File: src/rtl/irq_pkg.sv
package irq_pkg;
    typedef enum logic [1:0] {
        S_IDLE  = 2'd0,
        S_GRANT = 2'd1,
        S_AEOI  = 2'd2
    } ack_state_t;
endpackage

File: src/rtl/irq_req_capture.sv
module irq_req_capture #(
    parameter int NCH = 8
) (
    input  logic           clk,
    input  logic           rst_n,
    input  logic [NCH-1:0] req_in,
    input  logic [NCH-1:0] clr,
    output logic [NCH-1:0] irr
);
    logic [NCH-1:0] sync1, sync2, prev, rise;

    assign rise = sync2 & ~prev;

    always_ff @(posedge clk or negedge rst_n) begin
        if (!rst_n) begin
            sync1 <= '0;
            sync2 <= '0;
            prev  <= '0;
            irr   <= '0;
        end else begin
            sync1 <= req_in;
            sync2 <= sync1;
            prev  <= sync2;
            // a new edge wins over a grant clear in the same cycle
            irr   <= (irr & ~clr) | rise;
        end
    end


    irr_only_on_edge_chk: assert property (@(posedge clk) disable iff (!rst_n)
        ((irr & ~$past(irr) & ~$past(rise)) == '0));
endmodule

File: src/rtl/irq_prio_pick.sv
module irq_prio_pick #(
    parameter int NCH = 8,
    localparam int CW = $clog2(NCH)
) (
    input  logic [NCH-1:0] bits,
    input  logic [CW-1:0]  top,
    output logic           found,
    output logic [CW-1:0]  chan,
    output logic [CW-1:0]  rank
);
    // scan from the bottom of the ring so the entry nearest the top wins
    always_comb begin
        found = 1'b0;
        chan  = '0;
        rank  = '0;
        for (int i = NCH - 1; i >= 0; i--) begin
            if (bits[top + CW'(i)]) begin
                found = 1'b1;
                chan  = top + CW'(i);
                rank  = CW'(i);
            end
        end
    end
endmodule

File: src/rtl/prio_irq_core.sv
module prio_irq_core
    import irq_pkg::*;
#(
    parameter int NCH = 8,
    parameter int VW  = 8,
    localparam int CW = $clog2(NCH),
    localparam int BW = VW - CW
) (
    input  logic           clk,
    input  logic           rst_n,
    input  logic [NCH-1:0] irq_in,
    input  logic           ack_pulse,
    input  logic           cmd_init,
    input  logic [BW-1:0]  init_vbase,
    input  logic           init_aeoi,
    input  logic           cmd_mask,
    input  logic [NCH-1:0] mask_val,
    input  logic           cmd_eoi,
    input  logic           eoi_specific,
    input  logic [CW-1:0]  eoi_chan,
    input  logic           cmd_rot,
    input  logic [CW-1:0]  rot_top,
    input  logic           cmd_mode,
    input  logic           mode_poll,
    input  logic           mode_autorot,
    output logic           intr,
    output logic           vec_valid,
    output logic [VW-1:0]  vec,
    output logic [NCH-1:0] irr,
    output logic [NCH-1:0] isr,
    output logic [NCH-1:0] imr
);
    ack_state_t     state, state_n;
    logic [CW-1:0]  top_q, vec_chan;
    logic [BW-1:0]  vbase;
    logic           poll_en, autorot_en, aeoi_en;

    logic           req_found, isr_found, isu_found;
    logic [CW-1:0]  req_chan, req_rank, isr_chan, isr_rank, isu_chan, isu_rank;
    logic           elig, take;
    logic [NCH-1:0] grant_1h, eoi_clr, aeoi_clr;
    logic           eoi_hit, aeoi_hit;
    logic [CW-1:0]  eoi_ch;

    irq_req_capture #(.NCH(NCH)) u_cap (
        .clk(clk), .rst_n(rst_n), .req_in(irq_in), .clr(grant_1h), .irr(irr)
    );

    irq_prio_pick #(.NCH(NCH)) u_pick_req (
        .bits(irr & ~imr), .top(top_q),
        .found(req_found), .chan(req_chan), .rank(req_rank)
    );

    irq_prio_pick #(.NCH(NCH)) u_pick_isr (
        .bits(isr), .top(top_q),
        .found(isr_found), .chan(isr_chan), .rank(isr_rank)
    );

    irq_prio_pick #(.NCH(NCH)) u_pick_isu (
        .bits(isr & ~imr), .top(top_q),
        .found(isu_found), .chan(isu_chan), .rank(isu_rank)
    );

    // eligible: a pending winner ranked strictly above every in-service bit
    assign elig     = req_found && !(isr_found && (isr_rank <= req_rank));
    assign take     = (state == S_IDLE) && ack_pulse;
    assign grant_1h = (take && elig) ? (NCH'(1) << req_chan) : '0;

    always_comb begin
        eoi_ch  = eoi_specific ? eoi_chan : isu_chan;
        eoi_hit = cmd_eoi && (eoi_specific ? isr[eoi_chan] : isu_found);
        eoi_clr = eoi_hit ? (NCH'(1) << eoi_ch) : '0;
        aeoi_hit = (state == S_AEOI) && isu_found;
        aeoi_clr = aeoi_hit ? (NCH'(1) << isu_chan) : '0;
    end

    always_comb begin
        state_n = state;
        unique case (state)
            S_IDLE:  if (ack_pulse) state_n = S_GRANT;
            S_GRANT: state_n = aeoi_en ? S_AEOI : S_IDLE;
            S_AEOI:  state_n = S_IDLE;
            default: state_n = S_IDLE;
        endcase
    end

    always_ff @(posedge clk or negedge rst_n) begin
        if (!rst_n) state <= S_IDLE;
        else        state <= state_n;
    end

    always_ff @(posedge clk or negedge rst_n) begin
        if (!rst_n) begin
            isr        <= '0;
            imr        <= '0;
            top_q      <= '0;
            vbase      <= '0;
            vec_chan   <= '0;
            poll_en    <= 1'b0;
            autorot_en <= 1'b0;
            aeoi_en    <= 1'b0;
        end else if (cmd_init) begin
            isr        <= '0;
            imr        <= '0;
            top_q      <= '0;
            vbase      <= init_vbase;
            poll_en    <= 1'b0;
            autorot_en <= 1'b0;
            aeoi_en    <= init_aeoi;
        end else begin
            isr <= (isr & ~eoi_clr & ~aeoi_clr) | grant_1h;
            if (cmd_mask) imr <= mask_val;
            if (cmd_mode) begin
                poll_en    <= mode_poll;
                autorot_en <= mode_autorot;
            end
            if (take) vec_chan <= elig ? req_chan : CW'(NCH - 1);
            if (cmd_rot)                      top_q <= rot_top;
            else if (autorot_en && eoi_hit)   top_q <= eoi_ch + CW'(1);
            else if (autorot_en && aeoi_hit)  top_q <= isu_chan + CW'(1);
        end
    end

    always_comb begin
        intr      = elig && !poll_en;
        vec_valid = (state == S_GRANT);
        vec       = {vbase, vec_chan};
    end


    grant_after_ack_chk: assert property (@(posedge clk) disable iff (!rst_n)
        (state == S_GRANT) |-> $past(ack_pulse));


    one_entry_per_cycle_chk: assert property (@(posedge clk) disable iff (!rst_n)
        ($countones(isr & ~$past(isr)) <= 1));


    aeoi_follows_grant_chk: assert property (@(posedge clk) disable iff (!rst_n)
        (state == S_AEOI) |-> ($past(state) == S_GRANT));


    intr_needs_unmasked_chk: assert property (@(posedge clk) disable iff (!rst_n)
        intr |-> ((irr & ~imr) != '0));
endmodule

File: config.mk
export PLATFORM = sky130hd
export DESIGN_NAME = prio_irq_core
export DESIGN_NICKNAME = d
export VERILOG_FILES = /design/src/rtl/irq_pkg.sv /design/src/rtl/irq_req_capture.sv /design/src/rtl/irq_prio_pick.sv /design/src/rtl/prio_irq_core.sv
export SDC_FILE = /design/constraint.sdc
export NUM_CORES = 1
export LEC_CHECK = 0
export ABC_AREA = 0
export BUFFER_PORTS_ARGS = -buffer_cell sky130_fd_sc_hd__buf_2
export CORE_MARGIN = 2
export CORE_UTILIZATION = 30
export DETAILED_ROUTE_END_ITERATION = 7
export SLEW_MARGIN = 10
export SYNTH_ARGS = -nofsm -noshare
export SYNTH_HDL_FRONTEND = slang
export SYNTH_HIERARCHICAL = 1
export SYNTH_SLANG_ARGS = --single-unit
export TNS_END_PERCENT = 1
File: constraint.sdc
create_clock -name clk -period 3.85 [get_ports clk]
set_clock_uncertainty 0.05 [all_clocks]
set_input_delay 0.1925 -clock clk [delete_from_list [all_inputs] [get_ports clk]]
set_output_delay 0.1925 -clock clk [all_outputs]
set_load 0.1 [all_outputs]
==> results of run 1 <==
final cells by class:
type	count	area share, %
sequential	64	23.6
clock inverter	5	1.47
inverter	51	2.87
clock buffer	11	3.63
multi-input combinational	378	51.7
timing repair buffer	124	12.6
tap	229	4.11
where the power goes:
group	switching, mW	internal, mW	leakage [nW]
clock network	0.300	0.666	0.172
registers	0.154	0.786	0.741
logic	2.78	1.85	2.04
total	3.24	3.30	2.95
through the flow:
step	instance area (um2)	worst slack [ns]	power, mW
6_report	6970	-0.0182	6.54
5_1_grt	6970	-0.0965	6.91
4_1_cts	6730	0.0151	6.20
3_5_place_dp	6140	0.00463	5.03
3_3_place_gp	6140	0.0816	4.97
2_1_floorplan	5530	-0.00697	4.05
registers in the layout, indices dropped and copies added (netlist names), 5 cells and up:
signal / count
u_cap/prev: 8
imr: 8
isr: 8
u_cap/sync1: 8
u_cap/sync2: 8
u_cap/irr: 8
vbase: 5
worst min path at each step:
stage / from / to / slack (ns)
floorplan: rst_n / aeoi_en / -0.15
global placement: rst_n / u_cap/sync1[0] / 0.22
detailed placement: rst_n / u_cap/sync2[0] / 0.24
CTS: init_vbase[3] / vbase[3] / 0.04
global route: init_vbase[3] / vbase[3] / 0.04
finish: init_vbase[3] / vbase[3] / 0.04
repair_timing:
| item | 4_1_cts | 5_1_grt |
|---|---|---|
| endpoints found under the setup margin | 3 | 19 |
| cloned | 1 | 0 |
| buffers inserted | 8 | 13 |
| resized for setup | 8 | 30 |
| pin swaps | 4 | 8 |
| hold buffers | 9 | 0 |
| endpoints found under the hold margin | 40 | 0 |
layer usage:
| metal | up-vias | global-route usage (%) | routed length [um] |
|---|---|---|---|
| li1 | 2191 | - | - |
| met1 | 2417 | 23.0 | 7100 |
| met2 | 237 | 26.1 | 7600 |
| met3 | 25 | 3.36 | 1140 |
| met4 | 0 | 5.10 | 250 |
| met5 | - | 0 | 0 |
==> results.ini, run 1 <==
[yosys]
syn_nets = 566
yosys_warnings = 6
avgSynthCellArea_um2 = 10.5
syn_inst = 517
syn_area_um2 = 5420

[global_route]
grt_antenna_before_repair = 0
grt_pass1_wl_mm = 25.8
grtUsageTotal_pct = 16.5
grt_pass1_vias = 4785
grt-ovfl-total = 0
grt_start_max_net_pins = 39

[setup_path]
ff2ff_path_depth = 13
cp-end-kind = output pin
startpoint_type = flip-flop
cp.depth = 16
startpoint = top_q[0]
critical_path.cell_chain = buf_12 > inv_4 > ha_4 > buf_4 > mux4_2 > nand2_1 > o21ai_1 > o221ai_1 > o21ai_2 > ha_1 > nor2b_2 > o21ai_1 > a32oi_2 > o21ai_4 > nor2_4 > buf_12
cp_slowest_cell = dfrtp_2
setup.worst_path.class = reg -> out
endpoint = intr
crit_buf_inv = 4
worstPathRequired_ns = 3.61
r2r_end = top_q[2]
slowest_delay_ns = 0.45
rr_startpoint = top_q[0]
rrSetupSlack_ns = 0.09
cp.arrival_ns = 3.63
crit_family = compound AO/OA/AOI/OAI gates
crit_fanout = 9

[clock_tree]
cts_tree = yes
path_clk_slew_ns = 0.05
clk_path_buf_depth = 2
clock-root-buffer = clkbuf_16
clk_latency_ns = 0.33
clock_sink_count = 64
cts_max_level = 3
cts_made_buffers = 9

[status]
violations = negative setup slack
status = finished, violations left

[die]
rows = 49
coreArea_um2 = 17800
dieArea_um2 = 19200
die_height_um = 138
ios = 73
start_util_pct = 30.4
dieWidth_um = 138

[routing]
ant_nets = 0
drc = 0
wl_per_cell_um = 18.7
first_iter_violations = 437
wirelength_mm = 16.1
viasPerCell = 5.65
drt_first_pass_iters = 5
via_count = 4870

[finish]
final_common_cell = buf_2
antenna_cells = 0
ff_latch_area_um2 = 1640
drive_gt1_share_pct = 40.4
final_util_pct = 39.1
multi_input_area_um2 = 3600
finalNonFillerCells = 862
nFillCells = 1747
final_cell_mix = buf_2, inv_1, dfrtp_1
layout.nets = 677
syn_to_final_growth_pct = 28.6

[min_path]
hold_path.class = in -> reg
worstHoldPathCells = 2

[sta]
maxSlewHeadroom_pct = 51.5
fin_crit_sh_pct = 100
holdWs_ns = 0.0448
tightest_slew_ns = 0.728
worst_slack_ns = -0.0182
setup_viol = 1
period_needed_ns = 3.87
maxSlewViolCount = 0
rsz0062_at_grt = yes
hold_viol = 0
max_freq_mhz = 259
final.setup.tns_ns = -0.0182

[power]
vdd_ir_drop_max_v = 0.00120
power_density_nw_per_um2 = 939
power.leakage_nw = 2.95

[place]
numPlacedInstances = 815
post-dp-hpwl_mm = 11.7
port_buffers = 72
place_congestion = 0.909

[run]
max-cap-violations = 0

(Power assumes the default switching activity.)
==> inputs of run 2 (changes only) <==
--- a/config.mk
+++ b/config.mk
@@ -7,12 +7,14 @@
 export LEC_CHECK = 0
 export ABC_AREA = 0
 export BUFFER_PORTS_ARGS = -buffer_cell sky130_fd_sc_hd__buf_2
-export CORE_MARGIN = 2
+export CELL_PAD_IN_SITES_DETAIL_PLACEMENT = 0
+export CELL_PAD_IN_SITES_GLOBAL_PLACEMENT = 1
+export CORE_MARGIN = 8
 export CORE_UTILIZATION = 30
 export DETAILED_ROUTE_END_ITERATION = 7
+export PLACE_DENSITY_LB_ADDON = 0.1
 export SLEW_MARGIN = 10
 export SYNTH_ARGS = -nofsm -noshare
 export SYNTH_HDL_FRONTEND = slang
-export SYNTH_HIERARCHICAL = 1
 export SYNTH_SLANG_ARGS = --single-unit
 export TNS_END_PERCENT = 1
==> run 2 against run 1 <==
Compared with the run above: the flow now finishes without violations; design area increased by 7.7%; sequential share of layout area down 2.0 points; via count up 8.9%; sequential power down 8.5%; flip-flop and latch count is the same; worst hold slack improved by 0.0035 ns; utilization rose by 1.3 points; critical path type unchanged; largest cell class unchanged.
==> results.ini, run 2 <==
[status]
status = completed  ; was finished, violations left

[die]
start_util_pct = 30.3  ; was 30.4%
rows = 50  ; was 49
dieArea_um2 = 23400  ; was 19200 um2
coreArea_um2 = 18600  ; was 17800 um2
ios = 73  ; unchanged
dieWidth_um = 153  ; was 138 um
die_height_um = 153  ; was 138 um

[setup_path]
crit_fanout = 6  ; was 9
cp.arrival_ns = 3.51  ; was 3.63 ns
cp_slowest_cell = mux4_2  ; was dfrtp_2
startpoint_type = flip-flop  ; unchanged
cp-end-kind = output pin  ; unchanged
setup.worst_path.class = reg -> out  ; unchanged
worstPathRequired_ns = 3.61  ; about the same
critical_path.cell_chain = buf_12 > and3b_2 > or2_4 > mux4_2 > nor2b_2 > o21ai_2 > ha_1 > nor2b_4 > o21a_1 > o21ai_2 > o41ai_4 > o31ai_4 > nor2_4 > buf_12  ; was buf_12 > inv_4 > ha_4 > buf_4 > mux4_2 > nand2_1 > o21ai_1 > o221ai_1 > o21ai_2 > ha_1 > nor2b_2 > o21ai_1 > a32oi_2 > o21ai_4 > nor2_4 > buf_12
slowest_delay_ns = 0.51  ; was 0.45 ns
rrSetupSlack_ns = 0.18  ; was 0.09 ns

[clock_tree]
cts_tree = yes  ; unchanged
path_clk_slew_ns = 0.05  ; about the same
cts_made_buffers = 9  ; unchanged
clock_sink_count = 64  ; unchanged
clock-root-buffer = clkbuf_16  ; unchanged
clk_path_buf_depth = 2  ; unchanged
clk_latency_ns = 0.32  ; was 0.33 ns
cts_max_level = 3  ; unchanged

[sta]
maxSlewViolCount = 0  ; unchanged
tightest_slew_ns = 0.980  ; was 0.728 ns
setup_viol = 0  ; was 1
holdWs_ns = 0.0483  ; was 0.0448 ns
period_needed_ns = 3.75  ; was 3.87 ns
max_freq_mhz = 267  ; was 259 MHz
maxSlewHeadroom_pct = 34.7  ; was 51.5%
final.setup.tns_ns = 0  ; was -0.0182 ns
fin_crit_sh_pct = 97.5  ; was 100%
rsz0062_at_grt = yes  ; unchanged
hold_viol = 0  ; unchanged

[routing]
drt_first_pass_iters = 6  ; was 5
drc = 0  ; unchanged
first_iter_violations = 487  ; was 437
wl_per_cell_um = 22.3  ; was 18.7 um
viasPerCell = 5.73  ; was 5.65
wirelength_mm = 20.6  ; was 16.1 mm
ant_nets = 0  ; unchanged
via_count = 5302  ; was 4870

[global_route]
grt_antenna_before_repair = 0  ; unchanged
met1_usage_pct = 22.0  ; was 23.0%
grt-ovfl-total = 0  ; unchanged
met3_usage_pct = 3.19  ; was 3.36%
grt_start_max_net_pins = 43  ; was 39
grt_pass1_vias = 5568  ; was 4785
grtUsageTotal_pct = 17.4  ; was 16.5%
grt_pass1_wl_mm = 32.0  ; was 25.8 mm
met2_usage_pct = 29.1  ; was 26.1%
busiest_layer = met2  ; unchanged

[min_path]
hold_path.class = in -> reg  ; unchanged

[place]
place_congestion = 0.888  ; was 0.909
port_buffers = 72  ; unchanged
post-dp-hpwl_mm = 15.7  ; was 11.7 mm

[finish]
nFillCells = 1845  ; was 1747
multi_input_area_um2 = 3930  ; was 3600 um2
antenna_cells = 0  ; unchanged
syn_to_final_growth_pct = 33.4  ; was 28.6%
final_common_cell = buf_4  ; was buf_2
drive_gt1_share_pct = 43.1  ; was 40.4%
final_cell_mix = buf_4, buf_2, nor2_1, dfrtp_1  ; was buf_2, inv_1, dfrtp_1
layout.nets = 732  ; was 677
ff_latch_area_um2 = 1620  ; was 1640 um2

[yosys]
synth_top_area_cell = dfrtp_1
yosys_warnings = 0  ; was 6
synth-seq-cells = 64
avgSynthCellArea_um2 = 10.5  ; about the same
synth_top_cells_by_count = dfrtp_1, nor2_1, mux2i_1, mux4_2, nand2_1
synth_edf_count = 0
dominantRegCellSynth = dfrtp_1
syn_nets = 583  ; was 566
synth_cell_types = 96
synth_top_area_share_pct = 28.5
ys_seq_area_share_pct = 28.5
syn_inst = 538  ; was 517
synth_area_leaders = dfrtp_1, mux4_2, mux2i_1, nor2_1, mux2_2
yosysMostFrequentCell = dfrtp_1
async_flop_share_pct = 100
syn_area_um2 = 5630  ; was 5420 um2

[power]
power_density_nw_per_um2 = 572  ; was 939 nW/um2
vdd_ir_drop_max_v = 0.000470  ; was 0.00120 V
total_power_mw = 4.29  ; was 6.54 mW
power.leakage_nw = 3.17  ; was 2.95 nW

[run]
max-cap-violations = 0  ; unchanged

[run 2: logic make-up (layout without fill, tap and decap cells)]
logic type | after synthesis | after routing | synth area share, %
flip-flops | 64 | 64 | 28.5
multiplexers | 100 | 100 | 27.4
buffers and inverters | 56 | 210 | 5.07
AO/OA/AOI/OAI | 131 | 131 | 19.6
AND/OR/NAND/NOR | 175 | 175 | 16.9
XOR/XNOR | 6 | 6 | 1.20
adder cells (fa/ha/maj) | 6 | 6 | 1.33
[run 2: worst paths after layout]
kind,start,to,cells after the start
min,init_aeoi,aeoi_en,2
max in group asynchronous,rst_n,imr[2],3
max,top_q[0],intr,14
min in group asynchronous,rst_n,u_cap.sync1[6],2
max reg2reg,top_q[0],isr[6],20
min reg2reg,u_cap.sync1[6],u_cap.sync2[6],0
[run 2: area by class of cell]
| type | instances | share of cell area [%] |
|---|---|---|
| multi-input combinational | 418 | 52.3 |
| sequential | 64 | 21.6 |
| timing repair buffer | 169 | 16.6 |
| tap | 234 | 3.90 |
| clock buffer | 11 | 3.23 |
| inverter | 25 | 1.35 |
| clock inverter | 5 | 1.05 |
[run 2: per-stage QoR]
stage          area [um2]  std cells  util [%]  setup WS (ns)
2_1_floorplan        5690        538         -       -0.00692
3_3_place_gp         6680        877      35.9       -0.00205
3_5_place_dp         6680        877      35.9         0.0172
4_1_cts              7310        912      39.4         0.0138
5_1_grt              7510        926      40.4        -0.0644
6_report             7510        926      40.4         0.0980
[run 2: timing repair]
item | 4_1_cts | 5_1_grt
gates cloned | 2 | 0
endpoints found under the setup margin | 3 | 15
buffers inserted | 9 | 14
hold buffers | 9 | 0
pin swaps | 3 | 13
gates resized for setup | 24 | 23
endpoints found under the hold margin | 10 | 0
[run 2: layer usage]
layer / vias up / wire, um / share of wire, %
li1: 2396 / - / -
met3: 39 / 1050 / 5.1
met4: 0 / 556 / 2.7
met2: 182 / 9990 / 48
met1: 2685 / 9050 / 44
met5: - / 0 / 0
[run 2: report_power, final]
part / switching, mW / internal [mW] / leakage [nW] / total [mW]
Clock: 0.284 / 0.584 / 0.160 / 0.868
Sequential: 0.107 / 0.754 / 0.747 / 0.861
Combinational: 1.58 / 0.982 / 2.27 / 2.56
[run 2: critical path: cells and delay by family, from the launching register on]
kind / cells / cell delay [ns]
AO/OA/AOI/OAI: 5 / 0.68
adder cells (fa/ha/maj): 1 / 0.31
buffers and inverters: 2 / 0.34
flip-flops: 1 / 0.49
multiplexers: 1 / 0.51
AND/OR/NAND/NOR: 5 / 0.83
